==> src/rtl/fpcsr_pkg.sv <==
`timescale 1ns/1ps
package fpcsr_pkg;
  // Default geometry of the control/status word
  localparam int CSR_W_D   = 32;
  localparam int EXC_N_D   = 5;
  localparam int RM_W_D    = 2;
  localparam int EN_LSB_D  = 0;
  localparam int RM_LSB_D  = 8;
  localparam int FLG_LSB_D = 16;
  localparam int CAU_LSB_D = 24;

  // Rounding-mode field encoding
  typedef enum logic [1:0] {
    RND_NEAR_EVEN = 2'd0,
    RND_TO_ZERO   = 2'd1,
    RND_TO_PINF   = 2'd2,
    RND_TO_NINF   = 2'd3
  } rnd_mode_e;
endpackage

==> src/rtl/fpcsr_flag_map.sv <==
`timescale 1ns/1ps
// Reorders raw exception flags (invalid at bit 0) into register order
// (invalid at the top bit).
module fpcsr_flag_map #(
  parameter int N = 5
) (
  input  logic [N-1:0] raw,
  output logic [N-1:0] mapped
);
  for (genvar i = 0; i < N; i++) begin : g_map
    assign mapped[N-1-i] = raw[i];
  end
endmodule

==> src/rtl/fpcsr_exc_eval.sv <==
`timescale 1ns/1ps
// Applies the per-operation suppression mask and decides whether to trap.
module fpcsr_exc_eval #(
  parameter int N = 5
) (
  input  logic [N-1:0] raw_flags,
  input  logic [N-1:0] raw_mask,
  input  logic [N-1:0] enables,
  output logic [N-1:0] surv,
  output logic         any_surv,
  output logic         trap_hit
);
  logic [N-1:0] kept_raw;

  assign kept_raw = raw_flags & ~raw_mask;

  fpcsr_flag_map #(.N(N)) u_map (
    .raw    (kept_raw),
    .mapped (surv)
  );

  assign any_surv = |surv;
  assign trap_hit = |(surv & enables);
endmodule

==> src/rtl/fpcsr_rnd_dec.sv <==
`timescale 1ns/1ps
// Decodes the rounding field into a one-hot selection.
module fpcsr_rnd_dec #(
  parameter int RM_W = 2
) (
  input  logic [RM_W-1:0]        rm,
  output logic [(1<<RM_W)-1:0]   sel
);
  for (genvar i = 0; i < (1 << RM_W); i++) begin : g_sel
    assign sel[i] = (rm == RM_W'(i));
  end
endmodule

==> src/rtl/fpcsr_unit.sv <==
`timescale 1ns/1ps
module fpcsr_unit
  import fpcsr_pkg::*;
#(
  parameter int CSR_W   = CSR_W_D,
  parameter int EXC_N   = EXC_N_D,
  parameter int RM_W    = RM_W_D,
  parameter int EN_LSB  = EN_LSB_D,
  parameter int RM_LSB  = RM_LSB_D,
  parameter int FLG_LSB = FLG_LSB_D,
  parameter int CAU_LSB = CAU_LSB_D
) (
  input  logic                   clk,
  input  logic                   rst,
  input  logic                   wr_en,
  input  logic [CSR_W-1:0]       wr_data,
  input  logic                   op_valid,
  input  logic [EXC_N-1:0]       op_flags,
  input  logic [EXC_N-1:0]       op_mask,
  output logic [CSR_W-1:0]       csr_o,
  output logic                   trap_req,
  output logic [(1<<RM_W)-1:0]   rnd_sel,
  output logic                   ftz_en
);
  localparam int MODES = 1 << RM_W;
  localparam logic [CSR_W-1:0] EXC_ONES = CSR_W'((1 << EXC_N) - 1);
  localparam logic [CSR_W-1:0] RM_ONES  = CSR_W'((1 << RM_W) - 1);
  localparam logic [CSR_W-1:0] KEEP_MASK =
      (EXC_ONES << EN_LSB) | (RM_ONES << RM_LSB) |
      (EXC_ONES << FLG_LSB) | (EXC_ONES << CAU_LSB);

  // Field registers
  logic [EXC_N-1:0] en_q,  en_d;
  logic [RM_W-1:0]  rm_q,  rm_d;
  logic [EXC_N-1:0] flg_q, flg_d;
  logic [EXC_N-1:0] cau_q, cau_d;
  logic             trap_q, trap_d;
  logic [MODES-1:0] sel_q, sel_d;

  logic [EXC_N-1:0] surv;
  logic             any_surv;
  logic             trap_hit;
  logic             unused_wr_bits;

  assign unused_wr_bits = ^(wr_data & ~KEEP_MASK);

  fpcsr_exc_eval #(.N(EXC_N)) u_eval (
    .raw_flags (op_flags),
    .raw_mask  (op_mask),
    .enables   (en_q),
    .surv      (surv),
    .any_surv  (any_surv),
    .trap_hit  (trap_hit)
  );

  // Next-state selection: write beats operation update
  always_comb begin
    en_d   = en_q;
    rm_d   = rm_q;
    flg_d  = flg_q;
    cau_d  = cau_q;
    trap_d = 1'b0;
    if (wr_en) begin
      en_d  = wr_data[EN_LSB  +: EXC_N];
      rm_d  = wr_data[RM_LSB  +: RM_W];
      flg_d = wr_data[FLG_LSB +: EXC_N];
      cau_d = wr_data[CAU_LSB +: EXC_N];
    end else if (op_valid) begin
      cau_d = surv;
      if (any_surv) begin
        if (trap_hit) begin
          trap_d = 1'b1;
        end else begin
          flg_d = flg_q | surv;
        end
      end
    end
  end

  fpcsr_rnd_dec #(.RM_W(RM_W)) u_rdec (
    .rm  (rm_d),
    .sel (sel_d)
  );

  always_ff @(posedge clk) begin
    if (rst) begin
      en_q   <= '0;
      rm_q   <= '0;
      flg_q  <= '0;
      cau_q  <= '0;
      trap_q <= 1'b0;
      sel_q  <= MODES'(1);
    end else begin
      en_q   <= en_d;
      rm_q   <= rm_d;
      flg_q  <= flg_d;
      cau_q  <= cau_d;
      trap_q <= trap_d;
      sel_q  <= sel_d;
    end
  end

  always_comb begin
    csr_o = '0;
    csr_o[EN_LSB  +: EXC_N] = en_q;
    csr_o[RM_LSB  +: RM_W]  = rm_q;
    csr_o[FLG_LSB +: EXC_N] = flg_q;
    csr_o[CAU_LSB +: EXC_N] = cau_q;
  end

  assign trap_req = trap_q;
  assign rnd_sel  = sel_q;
  assign ftz_en   = 1'b0;
endmodule

==> config.mk <==
export PLATFORM = sky130hd
export DESIGN_NAME = fpcsr_unit
export DESIGN_NICKNAME = d
export VERILOG_FILES = /design/src/rtl/fpcsr_pkg.sv /design/src/rtl/fpcsr_flag_map.sv /design/src/rtl/fpcsr_exc_eval.sv /design/src/rtl/fpcsr_rnd_dec.sv /design/src/rtl/fpcsr_unit.sv
export SDC_FILE = /design/constraint.sdc
export NUM_CORES = 1
export LEC_CHECK = 0
export BUFFER_PORTS_ARGS = -buffer_cell sky130_fd_sc_hd__buf_2
export CORE_ASPECT_RATIO = 0.5
export CORE_MARGIN = 2
export CORE_UTILIZATION = 35
export CTS_CLUSTER_DIAMETER = 50
export DETAILED_ROUTE_END_ITERATION = 7
export GPL_TIMING_DRIVEN = 0
export PLACE_DENSITY_LB_ADDON = 0.15
export SLEW_MARGIN = 20
export SYNTH_ARGS = -nofsm -noshare
export SYNTH_HDL_FRONTEND = slang
export SYNTH_SLANG_ARGS = --single-unit
==> constraint.sdc <==
create_clock -name clk -period 1.1 [get_ports clk]
set_input_delay 0.165 -clock clk [delete_from_list [all_inputs] [get_ports clk]]
set_output_delay 0.165 -clock clk [all_outputs]
set_load 0.01 [all_outputs]
==> metrics, run 1 <==
Post-Route Skew 0.00129 ns; switching power share of the total 23.8%; antenna-violating nets left 0; clock network power share 37.7%; status finished, final reports clean; core region area 3010 sq um; total area of sequential cells 444 sq um; met2 GRT Util 25.9%; TritonCTS clock tree done; Seq cells post-synth 22; worst endpoint data arrival time 1.24 ns; number of nets at the end of the flow 232; Post-Synthesis Cells 116; power per unit of standard cell area 1290 nW/um^2; routing layer with the top usage in global route met2; initial antenna violation count 0; number of vias in the routed layout 953; Max FO, Critical Path 3; CP cell instances nand3b_1 > and4_1 > a221oi_1; required arrival time at the worst endpoint 1.28 ns; sequential share of the synthesized area 39.7%; Placement Rows 14; switching power summed over all nets 0.000476 W; maximum operating frequency 935 MHz; met3 demand-to-capacity share in global routing 5.14%; post-detailed-route wirelength per cell 11.3 um; delay of the slowest cell on the worst path 0.34 ns; TritonCTS buffer count 3; cell with the largest stage delay on the worst path sky130_fd_sc_hd__dfxtp_2; fill count 305; largest net degree at the start of global routing 14; Crit Path Class flip-flop to flip-flop; number of buffer and inverter stages on the critical path 0; clock slew at reported path FFs 0.08 ns; crit path time final 1.07 ns; number of top-level pins 84; global route total overflow 0; DRC violation count after routing 0; y dimension of the die 43.8 um; logic gate share of total power 18.8%; wire length of the first global-routing pass 4.15 mm; DR vias/cell 4.24; Sinks on Clock Net 22; HPWL after detailed placement 2.04 mm; number of port buffers 50; share of layout cells above drive strength 1 44.3%; total of warnings raised by yosys 0; count of TritonRoute iterations in the first routing pass 4; mapped cell area 1110 sq um; Setup Viol. Count Final 0; power after layout 0.00200 W; placed cells 221; max-slew violations 0; worst hold path type primary input to flip-flop; Die Span X 83.6 um; multi-input gate area in the final layout 553 sq um; startpoint type of the worst setup path flip-flop; average cell area after synthesis 9.56 sq um; post-synthesis cell type count 27; number of inserted diodes 0; RD Place Congestion 0.771; starting density of the core 36.8%; RSZ-0062 raised after global routing yes; synthesis-to-finish area growth 39.6%; Clock Latency Late Sink 0.26 ns; internal cell power 0.00153 W; count of buffers added by post-CTS timing repair for setup 0; global-route met1 utilization 17.7%; accumulated negative setup slack 0 ns; maximum count of clock buffers along a single path 2; number of hold-slack violations in the final timing report 0; combined global-route utilization of all metal layers 14.7%; highest ir drop seen on vdd 0.941 mV; Die Outline Area 3660 sq um; final instance count without filler cells 225; root buffer cell sky130_fd_sc_hd__clkbuf_8; htree depth 1; critical path's top delay family simple AND/OR/NAND/NOR gates; via count of the first global-routing pass 955; leakage 0.803 nW; Post-CTS Hold Fix Bufs 0; critical path capture point type flip-flop; Final Routed Wirelength 2.54 mm; max-cap violations 0; initial DRC count 32; share of total power in sequential cells 43.6%; share of the clock period used by the worst path after layout 97.2%
==> cell usage in the layout (no fill, tap or decap) <==
master                      count
sky130_fd_sc_hd__buf_2         52
sky130_fd_sc_hd__dfxtp_1       19
sky130_fd_sc_hd__buf_4         16
sky130_fd_sc_hd__conb_1        16
sky130_fd_sc_hd__nor2b_1       14
sky130_fd_sc_hd__mux2i_1       12
sky130_fd_sc_hd__nor2_1         8
sky130_fd_sc_hd__nor3_1         6
sky130_fd_sc_hd__nand3b_1       5
sky130_fd_sc_hd__inv_1          4
sky130_fd_sc_hd__a211oi_1       4
sky130_fd_sc_hd__clkbuf_8       3
sky130_fd_sc_hd__dfxtp_2        3
sky130_fd_sc_hd__nand2_1        2
sky130_fd_sc_hd__or2_2          2
sky130_fd_sc_hd__clkbuf_1       2
sky130_fd_sc_hd__and2_1         2
sky130_fd_sc_hd__o32ai_1        2
sky130_fd_sc_hd__buf_8          1
sky130_fd_sc_hd__buf_6          1
sky130_fd_sc_hd__or3b_4         1
sky130_fd_sc_hd__nand4b_4       1
sky130_fd_sc_hd__o31ai_1        1
sky130_fd_sc_hd__and4_1         1
sky130_fd_sc_hd__nor3b_1        1
sky130_fd_sc_hd__o2bb2ai_1      1
sky130_fd_sc_hd__a311oi_1       1
sky130_fd_sc_hd__nor4_1         1
sky130_fd_sc_hd__a221oi_1       1
sky130_fd_sc_hd__o41ai_2        1
sky130_fd_sc_hd__bufinv_16      1
==> flip-flops by register name, summed over array words and instances (netlist names) <==
name      cells
en_q          5
trap_req      1
rm_q          2
rnd_sel       4
cau_q         5
flg_q         5
==> power by group through the flow <==
| stage | Clock, W | Combinational, W | Sequential, W |
|---|---|---|---|
| 2_1_floorplan | 0 | 0.000215 | 0.000915 |
| 3_3_place_gp | 0 | 0.000372 | 0.000888 |
| 3_5_place_dp | 0 | 0.000376 | 0.000890 |
| 4_1_cts | 0.000767 | 0.000378 | 0.000872 |
| 5_1_grt | 0.000803 | 0.000416 | 0.000879 |
| 6_report | 0.000754 | 0.000376 | 0.000872 |
==> stage by stage <==
stage / utilization, % / cell area [sq um] / setup WS [ns] / hold WS [ns]
floorplan: - / 1170 / -0.0990 / 0.267
global placement: 48.9 / 1470 / -0.211 / 0.392
detailed placement: 48.9 / 1470 / -0.171 / 0.398
finish: 51.4 / 1550 / 0.0307 / 0.114
CTS: 51.2 / 1540 / 0.0183 / 0.111
global route: 51.4 / 1550 / -0.0220 / 0.117
==> cell usage after synthesis <==
| cell | count | area [sq um] |
|---|---|---|
| sky130_fd_sc_hd__a221oi_1 | 1 | 8.76 |
| sky130_fd_sc_hd__conb_1 | 1 | 3.75 |
| sky130_fd_sc_hd__a311oi_1 | 1 | 8.76 |
| sky130_fd_sc_hd__nand4b_4 | 1 | 23.8 |
| sky130_fd_sc_hd__inv_1 | 4 | 15.0 |
| sky130_fd_sc_hd__buf_4 | 17 | 128 |
| sky130_fd_sc_hd__or2_2 | 2 | 12.5 |
| sky130_fd_sc_hd__nor3b_1 | 1 | 7.51 |
| sky130_fd_sc_hd__o2bb2ai_1 | 1 | 8.76 |
| sky130_fd_sc_hd__mux2i_1 | 12 | 120 |
| sky130_fd_sc_hd__nor2_1 | 8 | 30.0 |
| sky130_fd_sc_hd__o32ai_1 | 2 | 17.5 |
| sky130_fd_sc_hd__or3b_4 | 1 | 11.3 |
| sky130_fd_sc_hd__nand3b_1 | 5 | 37.5 |
| sky130_fd_sc_hd__clkbuf_1 | 2 | 7.51 |
| sky130_fd_sc_hd__and2_1 | 2 | 12.5 |
| sky130_fd_sc_hd__buf_6 | 1 | 11.3 |
| sky130_fd_sc_hd__nand2_1 | 2 | 7.51 |
| sky130_fd_sc_hd__nor2b_1 | 14 | 87.6 |
| sky130_fd_sc_hd__dfxtp_1 | 22 | 440 |
| sky130_fd_sc_hd__o31ai_1 | 1 | 7.51 |
| sky130_fd_sc_hd__nor3_1 | 6 | 30.0 |
| sky130_fd_sc_hd__a211oi_1 | 4 | 30.0 |
| sky130_fd_sc_hd__buf_2 | 2 | 10.0 |
| sky130_fd_sc_hd__nor4_1 | 1 | 6.26 |
| sky130_fd_sc_hd__o41ai_2 | 1 | 16.3 |
| sky130_fd_sc_hd__and4_1 | 1 | 8.76 |
==> cell families (layout without fill, tap and decap cells) <==
group	after synthesis	after routing	share of synthesized area, %
buffers and inverters	26	80	15.5
other	1	16	0.338
AO/OA/AOI/OAI	11	11	8.81
multiplexers	12	12	10.8
flip-flops	22	22	39.7
AND/OR/NAND/NOR	44	44	24.8
==> cell type report <==
type | count | share of cell area, %
Inverter | 4 | 0.970
Clock buffer | 3 | 2.67
Tap cell | 40 | 3.23
Multi-Input combinational cell | 83 | 35.7
Buffer | 22 | 10.6
Clock inverter | 1 | 1.94
Timing Repair Buffer | 50 | 16.2
Sequential cell | 22 | 28.7
==> worst register-to-register path: cells and delay by family, from the launching register on <==
| kind | cells | cell delay (ns) |
|---|---|---|
| and+or+nand+nor | 2 | 0.38 |
| AOI/OAI and AO/OA | 1 | 0.26 |
| DFF | 1 | 0.34 |
==> path summary, 6_finish.rpt <==
kind	end	slack [ns]	cells after the start	from
max	trap_req	0.03	3	en_q[1]
min	cau_q[0]	0.11	2	rst
max reg2reg	trap_req	0.03	3	en_q[1]
min reg2reg	en_q[4]	0.51	2	en_q[4]
==> what timing repair did <==
action	CTS	global route
hold endpoints to repair	0	0
gates resized for setup	0	3
endpoints found under the setup margin	0	2
==> per-layer routing <==
layer,vias up,wire [um],part of all wire [%]
met5,-,0,0
met3,2,189,7.4
li1,506,-,-
met2,35,1160,46
met4,0,14,0.55
met1,410,1180,46
Power figures use the tool's default switching activity.
==> inputs of run 2 (changes only) <==
- CORE_MARGIN: 2 -> 1
- clock period: 1.1 -> 1 ns (I/O delays scaled with it)
==> run 2 against run 1 <==
The flow now finishes with violations (negative setup slack). Critical path depth did not move. Final area rose by 1.7%. Count of clock-buffer cells in the layout stayed put. Die area shrank 6.9%. Power down 2.8%. Largest power group unchanged. Core utilization increased by 4.9 points.
==> metrics, run 2 (synthesized netlist as in run 1, its figures left out) <==
Post-Route Skew 0.00220 ns (+0.000910 ns); end point of the critical path flg_q[4]; beginning of the worst register-to-register path en_q[3]; Setup Viol. Count Final 4 (+4); share of the clock period used by the worst path after layout 103% (+5.7 points); initial antenna violation count 0 (unchanged); clock slew at reported path FFs 0.08 ns (about the same); htree depth 1 (unchanged); TritonCTS buffer count 3 (unchanged); Max FO, Critical Path 4 (+1); wire length of the first global-routing pass 3.94 mm (-5.2%); normalized max-slew margin 63.6%; Tightest Pin Transition 0.546 ns; capture point of the worst reg-to-reg path flg_q[4]; total area of sequential cells 445 sq um (+0.28%); worst endpoint data arrival time 1.19 ns (-0.05 ns); number of vias in the routed layout 1009 (+5.9%); power after layout 0.00195 W (-2.8%); met2 GRT Util 26.2% (+0.25 points); met3 demand-to-capacity share in global routing 6.37% (+1.2 points); Final Routed Wirelength 2.58 mm (+1.7%); logic depth of the worst path, buffers included 3 (unchanged); number of hold-slack violations in the final timing report 0 (unchanged); fill count 269 (-12%); Final Hold Slack 0.0991 ns (-0.0144 ns); number of nets at the end of the flow 235 (+1.3%); root buffer cell sky130_fd_sc_hd__clkbuf_8; TritonCTS clock tree done; synthesis-to-finish area growth 42.0%; number of buffer and inverter stages on the critical path 0 (unchanged); number of top-level pins 84 (unchanged); required arrival time at the worst endpoint 1.16 ns (-0.12 ns); maximum operating frequency 972 MHz (+3.9%); maximum count of clock buffers along a single path 2 (unchanged); routing layer with the top usage in global route met2; Placement Rows 13 (-1); global-route met1 utilization 17.9% (+0.23 points); leakage 0.811 nW (+0.99%); launch point of the worst path en_q[3]; power per unit of standard cell area 1240 nW/um^2 (-4.5%); number of inserted diodes 0 (unchanged); DR vias/cell 4.50 (+6.3%); violated checks negative setup slack; max-slew violations 0 (unchanged); number of port buffers 50 (unchanged); critical path's top delay family flip-flops; RD Place Congestion 0.744 (-3.6%); core region area 2800 sq um (-7.1%); accumulated negative setup slack -0.0735 ns (-0.0735 ns); number of cell instances on the worst register-to-register path 3 (unchanged); startpoint type of the worst setup path flip-flop; Reg2Reg Setup Slack -0.03 ns (-0.06 ns); leading cell types in the layout, fill and taps excluded sky130_fd_sc_hd__buf_2, sky130_fd_sc_hd__buf_4, sky130_fd_sc_hd__dfxtp_1, sky130_fd_sc_hd__conb_1, sky130_fd_sc_hd__nor2b_1; count of TritonRoute iterations in the first routing pass 4 (unchanged); combined global-route utilization of all metal layers 15.1% (+0.32 points); via count of the first global-routing pass 904 (-5.3%); Die Span X 81.6 um (-2.4%); most common cell after layout, fill and taps aside sky130_fd_sc_hd__buf_2; multi-input gate area in the final layout 574 sq um (+3.8%); worst hold path type primary input to flip-flop; crit path time final 1.03 ns (-0.0402 ns); DRC violation count after routing 0 (unchanged); Regs by FF count cau_q (5), en_q (5), flg_q (5); Sinks on Clock Net 22 (unchanged); post-detailed-route wirelength per cell 11.5 um (+2.1%); share of layout cells above drive strength 1 47.1% (+2.7 points); highest ir drop seen on vdd 0.718 mV (-24%); delay of the slowest cell on the worst path 0.32 ns (-0.02 ns); Post-CTS Hold Fix Bufs 0 (unchanged); Setup WS post-layout -0.0291 ns (-0.0598 ns); RSZ-0062 raised after global routing yes; antenna-violating nets left 0 (unchanged); largest net degree at the start of global routing 12 (-2); Die Outline Area 3410 sq um (-6.9%); initial DRC count 20 (-38%); starting density of the core 39.6% (+2.8 points); Clock Latency Late Sink 0.26 ns (about the same); global route total overflow 0 (unchanged); status finished with violations; HPWL after detailed placement 1.97 mm (-3.3%); y dimension of the die 41.8 um (-4.6%); Crit Path Class flip-flop to flip-flop; critical path capture point type flip-flop; final cell utilization of the core 56.3% (+4.9 points); cell with the largest stage delay on the worst path sky130_fd_sc_hd__dfxtp_2; max-cap violations 0 (unchanged); CP cell instances nand3b_1 > nand4b_4 > o41ai_2
==> run 2: cell count changes in the layout (fill, tap and decap cells not counted), moves of 2 or more <==
| cell | change |
|---|---|
| sky130_fd_sc_hd__o32ai_2 | +2 |
| sky130_fd_sc_hd__o32ai_1 | -2 |
| sky130_fd_sc_hd__buf_2 | -3 |
| sky130_fd_sc_hd__buf_6 | +2 |
| sky130_fd_sc_hd__buf_4 | +4 |
==> run 2: what timing repair did <==
item,CTS,global route
setup endpoints to repair,5,7
cloned,0,0
setup buffers,2,1
resized for setup,3,3
pin swaps,4,4
==> run 2: through the flow <==
| step | setup slack [ns] | area [sq um] | std cells |
|---|---|---|---|
| final | -0.0291 | 1570 | 224 |
| after global routing | -0.115 | 1570 | 224 |
| after floorplan | -0.184 | 1180 | 131 |
| after CTS | -0.0715 | 1550 | 223 |
| after detailed placement | -0.261 | 1480 | 218 |
| after global placement | -0.271 | 1480 | 218 |
==> run 2: where the power goes <==
part	switching [W]	leakage [nW]	internal (W)
clock network	0.000278	0.0216	0.000269
registers	0.0000249	0.183	0.000934
logic	0.000213	0.606	0.000227
total	0.000516	0.811	0.00143
==> run 2: worst min path at each step <==
stage | from | to | depth (start not counted)
after floorplan | op_mask[0] | flg_q[4] | 1
after global placement | rst | cau_q[4] | 2
after detailed placement | rst | cau_q[0] | 2
after CTS | rst | cau_q[1] | 2
after global routing | rst | cau_q[0] | 2
final | rst | cau_q[1] | 2
==> run 2: cell type report <==
cell class / count / share of cell area, %
Buffer: 22 / 10.6
Clock buffer: 3 / 2.62
Inverter: 4 / 0.954
Multi-Input combinational cell: 83 / 36.5
Sequential cell: 22 / 28.3
Tap cell: 37 / 2.94
Timing Repair Buffer: 53 / 18.1
==> run 2: worst register-to-register path, cell delays in order, from the launching register on <==
cell and delay (ns):
sky130_fd_sc_hd__dfxtp_2 0.32, sky130_fd_sc_hd__nand3b_1 0.16, sky130_fd_sc_hd__nand4b_4 0.16, sky130_fd_sc_hd__o41ai_2 0.29
==> run 2: metal layers <==
metal	vias to the layer above	share of wire (%)
li1	511	-
met1	458	47
met2	38	45
met3	2	8.0
met4	0	0.27
met5	-	0
==> inputs of run 3 (changes only) <==
- CORE_UTILIZATION: 35 -> 39
- GPL_TIMING_DRIVEN: 0 -> not set
- RECOVER_POWER: not set -> 25
==> run 3 against run 2 <==
The run still ends with negative setup slack left. First-iteration DRC count unchanged. Count of clock-buffer cells in the layout increased by 1. Worst hold slack better by 0.020 ns. Critical endpoint is now flg_q[2]. Largest power group unchanged.
==> metrics, run 3 (synthesized netlist as in run 1, its figures left out) <==
count of TritonRoute iterations in the first routing pass 4 (unchanged); Post-Route Skew 0.00120 ns (-0.00100 ns); initial DRC count 20 (unchanged); Clock Latency Late Sink 0.26 ns (about the same); via count of the first global-routing pass 810 (-10%); max-cap violations 0 (unchanged); Reg2Reg Setup Slack -0.09 ns (-0.06 ns); synthesis-to-finish area growth 40.0%; RSZ-0062 raised after global routing yes; maximum operating frequency 921 MHz (-5.2%); Setup Viol. Count Final 5 (+1); CP cell instances nand3b_1 > buf_4 > nand4b_4 > o32ai_2; setup slack at placement -0.227 ns (+0.0343 ns); required arrival time at the worst endpoint 1.18 ns (+0.02 ns); highest ir drop seen on vdd 0.733 mV (+2.2%); leakage 0.778 nW (-4.0%); htree depth 1 (unchanged); Max FO, Critical Path 4 (unchanged); Final Hold Slack 0.119 ns (+0.0201 ns); number of top-level pins 84 (unchanged); number of port buffers 52 (+4.0%); critical path capture point type flip-flop; core region area 2650 sq um (-5.2%); largest net degree at the start of global routing 23 (+11); number of hold-slack violations in the final timing report 0 (unchanged); power after layout 0.00203 W (+4.5%); Final Routed Wirelength 2.55 mm (-1.4%); count of buffers added by post-CTS timing repair for setup 0 (-2); Die Outline Area 3070 sq um (-9.9%); starting density of the core 41.8% (+2.2 points); antenna-violating nets left 0 (unchanged); power per unit of standard cell area 1310 nW/um^2 (+6.1%); Crit Path Class flip-flop to flip-flop; number of nets at the end of the flow 228 (-3.0%); root buffer cell sky130_fd_sc_hd__clkbuf_8; global route total overflow 0 (unchanged); worst endpoint data arrival time 1.26 ns (+0.07 ns); DR vias/cell 4.52 (+0.41%); maximum count of clock buffers along a single path 2 (unchanged); DRC violation count after routing 0 (unchanged); startpoint type of the worst setup path flip-flop; max-slew violations 0 (unchanged); Die Span X 77.4 um (-5.1%); worst hold path type primary input to flip-flop; Sinks on Clock Net 22 (unchanged); share of the clock period used by the worst path after layout 109% (+5.6 points); Placement Rows 13 (unchanged); clock slew at reported path FFs 0.08 ns (about the same); crit path time final 1.09 ns (+0.0561 ns); share of layout cells above drive strength 1 45.3% (-1.8 points); RD Place Congestion 0.760 (+2.1%); delay of the slowest cell on the worst path 0.32 ns (about the same); wire length of the first global-routing pass 3.71 mm (-5.9%); number of vias in the routed layout 986 (-2.3%); cell with the largest stage delay on the worst path sky130_fd_sc_hd__dfxtp_2; HPWL after detailed placement 1.86 mm (-5.4%); number of inserted diodes 0 (unchanged); y dimension of the die 39.7 um (-5.0%); final cell utilization of the core 58.5% (+2.3 points); Setup WS post-layout -0.0852 ns (-0.0561 ns); TritonCTS buffer count 3 (unchanged); post-detailed-route wirelength per cell 11.7 um (+1.3%); Post-CTS Hold Fix Bufs 0 (unchanged); initial antenna violation count 0 (unchanged); status finished with violations; combined global-route utilization of all metal layers 16.8% (+1.8 points); TritonCTS clock tree done; most common cell after layout, fill and taps aside sky130_fd_sc_hd__buf_2; leading cell types in the layout, fill and taps excluded sky130_fd_sc_hd__buf_2, sky130_fd_sc_hd__dfxtp_1, sky130_fd_sc_hd__conb_1, sky130_fd_sc_hd__nor2b_1; Regs by FF count cau_q (5), en_q (5), flg_q (5); violated checks negative setup slack
## run 3: metal layers
layer	vias up	GRT usage (%)	wire length, um
met3	2	6.28	171
met4	0	4.25	12
met5	-	0	0
li1	498	-	-
met2	41	27.2	1140
met1	445	21.4	1230
## run 3: path summary, 6_finish.rpt
| kind | from | to | cells after the start |
|---|---|---|---|
| worst max-delay path | en_q[3] | flg_q[2] | 4 |
| worst min-delay path | wr_data[1] | en_q[1] | 3 |
| worst max register to register | en_q[3] | flg_q[2] | 4 |
| worst min register to register | flg_q[0] | flg_q[0] | 2 |
## run 3: critical path, delay by kind of cell (launching register included)
family | cells | cell delay (ns)
compound gates | 1 | 0.28
buf+inv | 1 | 0.14
flops | 1 | 0.32
simple gates | 2 | 0.25
## run 3: layout make-up
type / count / area, sq um
Clock buffer: 4 / 55.1
Multi-Input combinational cell: 83 / 568
Fill cell: 265 / 1100
Sequential cell: 22 / 445
Timing Repair Buffer: 68 / 422
Tap cell: 37 / 46.3
Inverter: 4 / 15.0
## run 3: report_power, final
part           switching (W)  internal (W)
sequential         0.0000265      0.000934
clock               0.000294      0.000351
combinational       0.000211      0.000217
## run 3: what timing repair did
| item | CTS | global route |
|---|---|---|
| resized for setup | 4 | 8 |
| endpoints found under the setup margin | 7 | 10 |
| pin swaps | 1 | 0 |
| endpoints found under the hold margin | 0 | 0 |
## run 3: stage by stage
stage                     area, sq um  setup TNS [ns]  std cells
after global placement           1440           -1.54        214
after global routing             1550          -0.836        218
after floorplan                  1180          -0.692        131
final                            1550          -0.365        218
after CTS                        1520          -0.283        218
after detailed placement         1440           -1.66        214
